## src/rtl/hw_seq_ctrl_pkg.sv

```systemverilog
package hw_seq_ctrl_pkg;

  typedef enum logic [3:0] {
    ST_FETCH    = 4'd0,
    ST_IRQ_ACK  = 4'd1,
    ST_MEM_RD   = 4'd2,
    ST_IR_LD    = 4'd3,
    ST_DECODE   = 4'd4,
    ST_STA_ADDR = 4'd5,
    ST_STA_OPND = 4'd6,
    ST_STA_WR   = 4'd7,
    ST_UNIMPL   = 4'd8
  } ctl_state_e;

  localparam logic [1:0] PCSEL_INC  = 2'b00;
  localparam logic [1:0] ADDR2_OFF9 = 2'b10;
  localparam logic [1:0] SR1_BITS9  = 2'b00;
  localparam logic [1:0] ALU_PASS   = 2'b11;

  typedef struct packed {
    logic       gate_pc;
    logic       gate_marmux;
    logic       gate_mdr;
    logic       gate_alu;
    logic       ld_mar;
    logic       ld_mdr;
    logic       ld_ir;
    logic       ld_pc;
    logic       ld_ben;
    logic [1:0] pc_mux_sel;
    logic       marmux_sel;
    logic       addr1_sel;
    logic [1:0] addr2_sel;
    logic [1:0] sr1_sel;
    logic [1:0] alu_op;
    logic       mem_en;
    logic       mem_we;
    logic       int_ack;
    logic       unimpl_op;
  } ctl_word_t;

endpackage

```

## src/rtl/hw_seq_next_state.sv

```systemverilog
module hw_seq_next_state
  import hw_seq_ctrl_pkg::*;
#(
  parameter int OPC_W = 4,
  parameter logic [OPC_W-1:0] STORE_OPC = 4'b0011
) (
  input  ctl_state_e        cur_state,
  input  logic [OPC_W-1:0]  opcode,
  input  logic              irq,
  input  logic              mem_rdy,
  output ctl_state_e        nxt_state
);

  always_comb begin
    nxt_state = cur_state;
    unique case (cur_state)
      ST_FETCH:    nxt_state = irq ? ST_IRQ_ACK : ST_MEM_RD;
      ST_IRQ_ACK:  nxt_state = ST_FETCH;
      ST_MEM_RD:   nxt_state = mem_rdy ? ST_IR_LD : ST_MEM_RD;
      ST_IR_LD:    nxt_state = ST_DECODE;
      ST_DECODE:   nxt_state = (opcode == STORE_OPC) ? ST_STA_ADDR : ST_UNIMPL;
      ST_STA_ADDR: nxt_state = ST_STA_OPND;
      ST_STA_OPND: nxt_state = ST_STA_WR;
      ST_STA_WR:   nxt_state = mem_rdy ? ST_FETCH : ST_STA_WR;
      ST_UNIMPL:   nxt_state = ST_FETCH;
      default:     nxt_state = ST_FETCH;
    endcase
  end

endmodule

```

## src/rtl/hw_seq_out_decode.sv

```systemverilog
module hw_seq_out_decode
  import hw_seq_ctrl_pkg::*;
(
  input  ctl_state_e cur_state,
  output ctl_word_t  word
);

  always_comb begin
    word = '0;
    unique case (cur_state)
      ST_FETCH: begin
        word.gate_pc    = 1'b1;
        word.ld_mar     = 1'b1;
        word.ld_pc      = 1'b1;
        word.pc_mux_sel = PCSEL_INC;
      end
      ST_IRQ_ACK: word.int_ack = 1'b1;
      ST_MEM_RD: begin
        word.mem_en = 1'b1;
        word.ld_mdr = 1'b1;
      end
      ST_IR_LD: begin
        word.gate_mdr = 1'b1;
        word.ld_ir    = 1'b1;
      end
      ST_DECODE: word.ld_ben = 1'b1;
      ST_STA_ADDR: begin
        word.ld_mar      = 1'b1;
        word.gate_marmux = 1'b1;
        word.marmux_sel  = 1'b1;
        word.addr1_sel   = 1'b0;
        word.addr2_sel   = ADDR2_OFF9;
      end
      ST_STA_OPND: begin
        word.gate_alu = 1'b1;
        word.ld_mdr   = 1'b1;
        word.sr1_sel  = SR1_BITS9;
        word.alu_op   = ALU_PASS;
      end
      ST_STA_WR: begin
        word.mem_en = 1'b1;
        word.mem_we = 1'b1;
      end
      ST_UNIMPL: word.unimpl_op = 1'b1;
      default:   word = '0;
    endcase
  end

endmodule

```

## src/rtl/hw_seq_ben_latch.sv

```systemverilog
module hw_seq_ben_latch #(
  parameter int CC_W = 3
) (
  input  logic            clk,
  input  logic            rst_n,
  input  logic            load_en,
  input  logic [CC_W-1:0] mask,
  input  logic [CC_W-1:0] flags,
  output logic            ben
);

  logic ben_d;

  always_comb ben_d = |(mask & flags);

  always_ff @(posedge clk or negedge rst_n) begin
    if (!rst_n)       ben <= 1'b0;
    else if (load_en) ben <= ben_d;
  end

endmodule

```

## src/rtl/hw_seq_ctrl.sv

```systemverilog
module hw_seq_ctrl
  import hw_seq_ctrl_pkg::*;
#(
  parameter int OPC_W = 4,
  parameter logic [OPC_W-1:0] STORE_OPC = 4'b0011
) (
  input  logic             clk,
  input  logic             rst_n,
  input  logic [OPC_W-1:0] ir_opcode,
  input  logic [2:0]       ir_nzp,
  input  logic             flag_n,
  input  logic             flag_z,
  input  logic             flag_p,
  input  logic             mem_rdy,
  input  logic             irq,
  output logic             gate_pc,
  output logic             gate_marmux,
  output logic             gate_mdr,
  output logic             gate_alu,
  output logic             ld_mar,
  output logic             ld_mdr,
  output logic             ld_ir,
  output logic             ld_pc,
  output logic             ld_ben,
  output logic [1:0]       pc_mux_sel,
  output logic             marmux_sel,
  output logic             addr1_sel,
  output logic [1:0]       addr2_sel,
  output logic [1:0]       sr1_sel,
  output logic [1:0]       alu_op,
  output logic             mem_en,
  output logic             mem_we,
  output logic             int_ack,
  output logic             unimpl_op,
  output logic             ben
);

  ctl_state_e state_q, state_d;
  ctl_word_t  word_raw, word;

  hw_seq_next_state #(.OPC_W(OPC_W), .STORE_OPC(STORE_OPC)) u_next (
    .cur_state (state_q),
    .opcode    (ir_opcode),
    .irq       (irq),
    .mem_rdy   (mem_rdy),
    .nxt_state (state_d)
  );

  always_ff @(posedge clk or negedge rst_n) begin
    if (!rst_n) state_q <= ST_FETCH;
    else        state_q <= state_d;
  end

  hw_seq_out_decode u_dec (
    .cur_state (state_q),
    .word      (word_raw)
  );

  // Controls are held quiet for as long as reset is applied
  always_comb word = rst_n ? word_raw : '0;

  hw_seq_ben_latch #(.CC_W(3)) u_ben (
    .clk     (clk),
    .rst_n   (rst_n),
    .load_en (word.ld_ben),
    .mask    (ir_nzp),
    .flags   ({flag_n, flag_z, flag_p}),
    .ben     (ben)
  );

  assign gate_pc     = word.gate_pc;
  assign gate_marmux = word.gate_marmux;
  assign gate_mdr    = word.gate_mdr;
  assign gate_alu    = word.gate_alu;
  assign ld_mar      = word.ld_mar;
  assign ld_mdr      = word.ld_mdr;
  assign ld_ir       = word.ld_ir;
  assign ld_pc       = word.ld_pc;
  assign ld_ben      = word.ld_ben;
  assign pc_mux_sel  = word.pc_mux_sel;
  assign marmux_sel  = word.marmux_sel;
  assign addr1_sel   = word.addr1_sel;
  assign addr2_sel   = word.addr2_sel;
  assign sr1_sel     = word.sr1_sel;
  assign alu_op      = word.alu_op;
  assign mem_en      = word.mem_en;
  assign mem_we      = word.mem_we;
  assign int_ack     = word.int_ack;
  assign unimpl_op   = word.unimpl_op;

  AST_SINGLE_GATE: assert property (@(posedge clk) disable iff (!rst_n)
    $onehot0({gate_pc, gate_marmux, gate_mdr, gate_alu}));
  AST_WE_NEEDS_EN: assert property (@(posedge clk) disable iff (!rst_n)
    mem_we |-> mem_en);
  AST_IRQ_ACK: assert property (@(posedge clk) disable iff (!rst_n)
    (gate_pc && irq) |=> (int_ack && !ld_mar));
  AST_ACK_TO_FETCH: assert property (@(posedge clk) disable iff (!rst_n)
    int_ack |=> (gate_pc && !int_ack));
  AST_RD_HOLD: assert property (@(posedge clk) disable iff (!rst_n)
    (mem_en && !mem_we && !mem_rdy) |=> (mem_en && !mem_we && ld_mdr));
  AST_WR_HOLD: assert property (@(posedge clk) disable iff (!rst_n)
    (mem_we && !mem_rdy) |=> mem_we);
  AST_WR_DONE: assert property (@(posedge clk) disable iff (!rst_n)
    (mem_we && mem_rdy) |=> gate_pc);
  AST_UNIMPL_PULSE: assert property (@(posedge clk) disable iff (!rst_n)
    unimpl_op |=> (!unimpl_op && gate_pc));
  AST_BEN_HOLD: assert property (@(posedge clk) disable iff (!rst_n)
    !ld_ben |=> $stable(ben));
  AST_OPND_AFTER_ADDR: assert property (@(posedge clk) disable iff (!rst_n)
    gate_marmux |=> (gate_alu && ld_mdr));

endmodule

```

## config.mk

```make
export PLATFORM = sky130hd
export DESIGN_NAME = hw_seq_ctrl
export DESIGN_NICKNAME = d
export VERILOG_FILES = /design/src/rtl/hw_seq_ctrl_pkg.sv /design/src/rtl/hw_seq_next_state.sv /design/src/rtl/hw_seq_out_decode.sv /design/src/rtl/hw_seq_ben_latch.sv /design/src/rtl/hw_seq_ctrl.sv
export SDC_FILE = /design/constraint.sdc
export NUM_CORES = 1
export LEC_CHECK = 0
export BUFFER_PORTS_ARGS = -buffer_cell sky130_fd_sc_hd__buf_4
export CAP_MARGIN = 20
export CORE_MARGIN = 8
export CORE_UTILIZATION = 40
export CTS_BUF_LIST = sky130_fd_sc_hd__clkbuf_8 sky130_fd_sc_hd__clkbuf_16
export DETAILED_ROUTE_END_ITERATION = 8
export PLACE_DENSITY = 0.77
export SYNTH_ARGS = -nofsm -noshare
export SYNTH_HDL_FRONTEND = slang
export SYNTH_SLANG_ARGS = --single-unit
```

## constraint.sdc

```tcl
create_clock -name clk -period 1.75 [get_ports clk]
set_input_delay 0.35 -clock clk [delete_from_list [all_inputs] [get_ports clk]]
set_output_delay 0.35 -clock clk [all_outputs]
set_load 0.02 [all_outputs]
```

# --- Yosys cells after proc, flatten, opt, wreduce, memory -nomap -nowiden ---
# Cells that the tools add are included.
totals:
  register_bits: 5
  latchBits: 0
  mem_bits_rw: 0
  rom_bits: 0
  input_bits: 14
  elab_cells: 36
  memories: 0
op_classes:
  n_addsub: 0
  n_mul: 0
  n_div: 0
  n_lt_le_gt_ge: 0
  n_eq_ne: 9
  n_shift: 0
  mux: 19
  bitwise: 1
  reduce_logical: 5
ops:
  columns: ["op", "n"]
  rows:
  - ["one-hot mux 4 bit (7 select lines)", 1]
  - ["two-way mux 23 bit", 1]
  - ["equality test 4 x 3 -> 1 bit (second input constant)", 4]
  - ["equality test 4 x 2 -> 1 bit (second input constant)", 3]
  - ["two-way mux 1 bit", 12]
  - ["two-way mux 4 bit", 2]
  - ["OR reduction 2 bit", 3]
  - ["equality test 4 x 1 -> 1 bit (second input constant)", 1]
  - ["equality test 4 bit (second input constant)", 1]
  - ["zero test 4 bit", 1]
  - ["two-way mux 2 bit", 2]
  - ["AND 3 bit", 1]
  - ["two-way mux 3 bit", 1]
  - ["OR reduction 3 bit", 1]

# --- Logic depth before layout (Yosys ltp) ---
logic_depth:
  ltp_word: 4
  mapped_depth: 5

# --- Cells and area by module ---
# A second synthesis with hierarchy kept.
unflattened:
  cells_unflattened: 81
  hier_area_um2: 635.6
modules_own_cells:
  columns: ["module", "instances", "cells_each", "area_each_um2", "seq_area_each_um2"]
  rows:
  - ["hw_seq_ctrl", 1, 29, 287.8, 100.1]
  - ["hw_seq_out_decode", 1, 29, 182.7, 0.0]
  - ["hw_seq_next_state", 1, 19, 121.4, 0.0]
  - ["hw_seq_ben_latch", 1, 4, 43.8, 25.0]

# --- Least setup slack after synthesis ---
# No wires, ideal clock.
synth_timing:
  kind: "register to output"
  startpoint: "register state_q[1]"
  endpoint: "output ld_pc"
  t_arrival_ns: 1.698
  t_required_ns: 1.400
  slack_ns: -0.298
  path_stages_with_launch: 5
  path_buffers: 3
  cell_sequence: "dfrtp_1 -> buf_6 -> buf_4 -> nor4_1 -> buf_4"
synth_between:
  elab_chain_len: 3
synth_rtl:
  columns: ["element", "line", "text"]
  rows:
  - ["start, declared", "hw_seq_ctrl.sv:38", "ctl_state_e state_q, state_d;"]
  - ["start signal, assigned", "hw_seq_ctrl.sv:51", "else state_q <= state_d;"]
  - ["zero test 4 bit", "hw_seq_out_decode.sv:10", "unique case (cur_state)"]
  - ["two-way mux 1 bit", "hw_seq_out_decode.sv:10", null]
  - ["two-way mux 23 bit", "hw_seq_ctrl.sv:60", "always_comb word = rst_n ? word_raw : '0;"]
  - ["end, declared", "hw_seq_ctrl.sv:23", "output logic ld_pc,"]
# No other way between the ends.

# --- Final worst setup path ---
layout_timing:
  startpoint: "register state_q[3]"
  endpoint: "output alu_op[0]"
layout_between:
  elab_chain_len: 3
layout_rtl:
  columns: ["element", "line", "text"]
  rows:
  - ["equality test 4 x 3 -> 1 bit", "hw_seq_out_decode.sv:10", null]
  - ["two-way mux 2 bit", "hw_seq_out_decode.sv:10", null]
  - ["two-way mux 23 bit", "hw_seq_ctrl.sv:60", null]
  - ["end, declared", "hw_seq_ctrl.sv:30", "output logic [1:0] alu_op,"]
# No other way between the ends.

==> results.cfg <==
[layout]
design_area_um2 = 813
final_nets = 104
area_growth_pct = 43.2
layout-drive-gt1-share = 0.618
fillers = 121
antenna_cells = 0

[route]
wl_per_cell_um = 12.8
detail-route-antenna-nets = 0
drcViolationCount = 0
num_vias = 503
vias_per_cell = 4.84
dr.pass1.iters = 4
drt_wl_total_mm = 1.33
drtIter0Drc = 4

[yosys]
ys_types = 27
synthesis.instances = 60
synth-xor-area-share = 0.0154
syn_area_per_cell_um2 = 9.47
synth_flop_cell = dfrtp_1
synth-adder-area-share = 0
synth_seq_area_share = 0.220
yosys-mux-area-fraction = 0.0617
synth_compound_area_frac = 0.0815
syn_area_um2 = 568
synth-simple-area-share = 0.377
synth-seq-cells = 5
async_reset_ff_frac = 1.00
synth_edf_count = 0
synth_top_family_by_area = simple AND/OR/NAND/NOR gates
ys_warn_count = 0

[setup_path]
crit_buf_inv = 1
path_cells = nand2b_4 > nor3b_4 > and2_4 > buf_4
crit_slowest_cell = dfrtp_2
critPathMaxStageDelay_ns = 0.41
cp-start-kind = flop
crit_type = reg -> out
cp.arrival_ns = 1.34
cp_max_fo = 6
critical_path_required_ns = 1.40
critPathTopFamily = simple AND/OR/NAND/NOR gates
cp-end-kind = output pin

[timing]
hold_viol = 0
max_freq_mhz = 591
fin_crit_ns = 1.69
skew_ns = 0.00281
timing.final.crit_share = 0.968
fin_setup_tns_ns = 0
rsz0062_at_grt = no
hold_slack_ns = 0.443
drv_slew = 0
setup_violations = 0

[global_route]
grt_max_degree = 11
grt_util_all_layers = 0.0944
overflow = 0
grt_pass1_wl_mm = 2.07
grt_pass1_vias = 534
antenna_found_initial = 0

[clock_network]
clk_pin_slew_ns = 0.04
cts_buffers = 3
cts_tree = built
cts_root_buf = clkbuf_8
clock_latency_ns = 0.22
clockBufferDepth = 2
cts_sinks = 5
htree_num_levels = 1

[die]
io_pins = 38
fp.dieH_um = 53.7
die_area_um2 = 2880
die_x_um = 53.7
start_util = 0.431
num_rows = 13
coreArea_um2 = 1320

[power]
p_per_area_nw_per_um2 = 1460
leakagePower_uw = 0.000401
swShare = 0.445
p_int_uw = 661
max-vdd-ir-drop_mv = 1.03
p_sw_uw = 530
clkPwrFrac = 0.170
p_comb_frac = 0.613
seqPwrFrac = 0.217

[status]
status = finished clean

[placed_design]
dpl_cell_area_um2 = 748
place_hpwl_mm = 1.10
portBuffers = 31
gp_congestion = 0.837

[flow_run]
cap_violations = 0

[min_path]
worst_hold_path_type = in -> reg
[sequential cells by signal (all words and copies together), names as in the netlist]
register	cells
u_ben.ben	1
state_q	4
[cells in the mapped netlist (2+ instances only)]
cell	count	area, µm²
buf_4	13	97.6
dfrtp_1	5	125
nand2_1	4	15.0
nor2_1	4	15.0
nor3_1	4	20.0
buf_6	3	33.8
nor4_1	3	18.8
mux2i_1	2	20.0
nand2b_1	2	12.5
nor3_2	2	20.0
nor3b_2	2	25.0
[stage by stage]
step            util  setup slack, ns  power (µW)  std cells
2_1_floorplan      -          -0.0231         838         65
3_3_place_gp   0.568            0.259         969         98
3_5_place_dp   0.568            0.220         978         98
4_1_cts        0.611          0.00374        1200        103
5_1_grt        0.617          0.00744        1280        104
6_report       0.617           0.0568        1190        104
[routing by layer]
| metal | GRT usage | vias to the layer above | wire length [µm] |
|---|---|---|---|
| met4 | 0.0252 | 0 | 0 |
| met3 | 0.0551 | 0 | 203 |
| met1 | 0.0799 | 229 | 504 |
| met2 | 0.181 | 24 | 621 |
| met5 | 0 | - | 0 |
| li1 | - | 250 | - |
[kinds of logic (layout without fill, tap and decap cells)]
kind of cell / after synthesis / in the layout
other: 1 / 6
xor gates and xnor gates: 1 / 1
and+or+nand+nor: 29 / 29
muxes: 3 / 3
AOI/OAI and AO/OA: 4 / 4
buffers and inverters: 17 / 41
DFF: 5 / 5
[power groups by stage]
| stage | clock network, µW | registers (µW) | logic [µW] |
|---|---|---|---|
| 3_5_place_dp | 0 | 261 | 717 |
| 4_1_cts | 211 | 265 | 722 |
| 5_1_grt | 225 | 275 | 777 |
| 2_1_floorplan | 0 | 231 | 607 |
| 6_report | 203 | 258 | 731 |
| 3_3_place_gp | 0 | 261 | 709 |
[tightest hold or removal path, delay by kind of cell]
family                 cells  cell delay (ns)
AO/OA/AOI/OAI              1             0.05
buffers and inverters      1             0.08
multiplexers               1             0.13
[worst paths after layout]
path                            start         end  slack [ns]  cells after the start
min in group asynchronous       rst_n  state_q[1]        0.57                      2
hold / removal                 flag_n   u_ben.ben        0.44                      3
max in group asynchronous       rst_n  state_q[3]        0.97                      2
setup reg to reg           state_q[1]  state_q[0]        0.38                      4
hold reg to reg            state_q[3]  state_q[0]        0.51                      1
setup / recovery           state_q[3]   alu_op[0]        0.06                      4
[what timing repair did]
item,CTS,global route
buffers inserted,0,1
endpoints found under the hold margin,5,0
resized for setup,1,1
endpoints found under the setup margin,3,3
hold buffers,1,0
[final cells by class]
class | instances | area [µm²] | area share
clock buffers | 3 | 41.3 | 0.0508
flip-flops and latches | 5 | 126 | 0.155
repair buffers | 36 | 273 | 0.335
multi-input cells | 43 | 347 | 0.426
inverters | 1 | 3.75 | 0.00462
clock inverters | 1 | 3.75 | 0.00462
well taps | 15 | 18.8 | 0.0231
[placed cells by master (no fill, tap or decap), types with 2 or more instances in the layout]
cell      synthesis  final
buf_4            13     35
conb_1            1      6
nand2_1           4      4
nor2_1            4      4
dfrtp_1           5      4
nor3_2            2      3
nor3_1            4      3
clkbuf_8          0      3
nand2b_1          2      2
nor4_1            3      2
mux2i_1           2      2
nor4_2            1      2
inv_1             1      2
No activity file was read; power rests on OpenSTA's default activity.
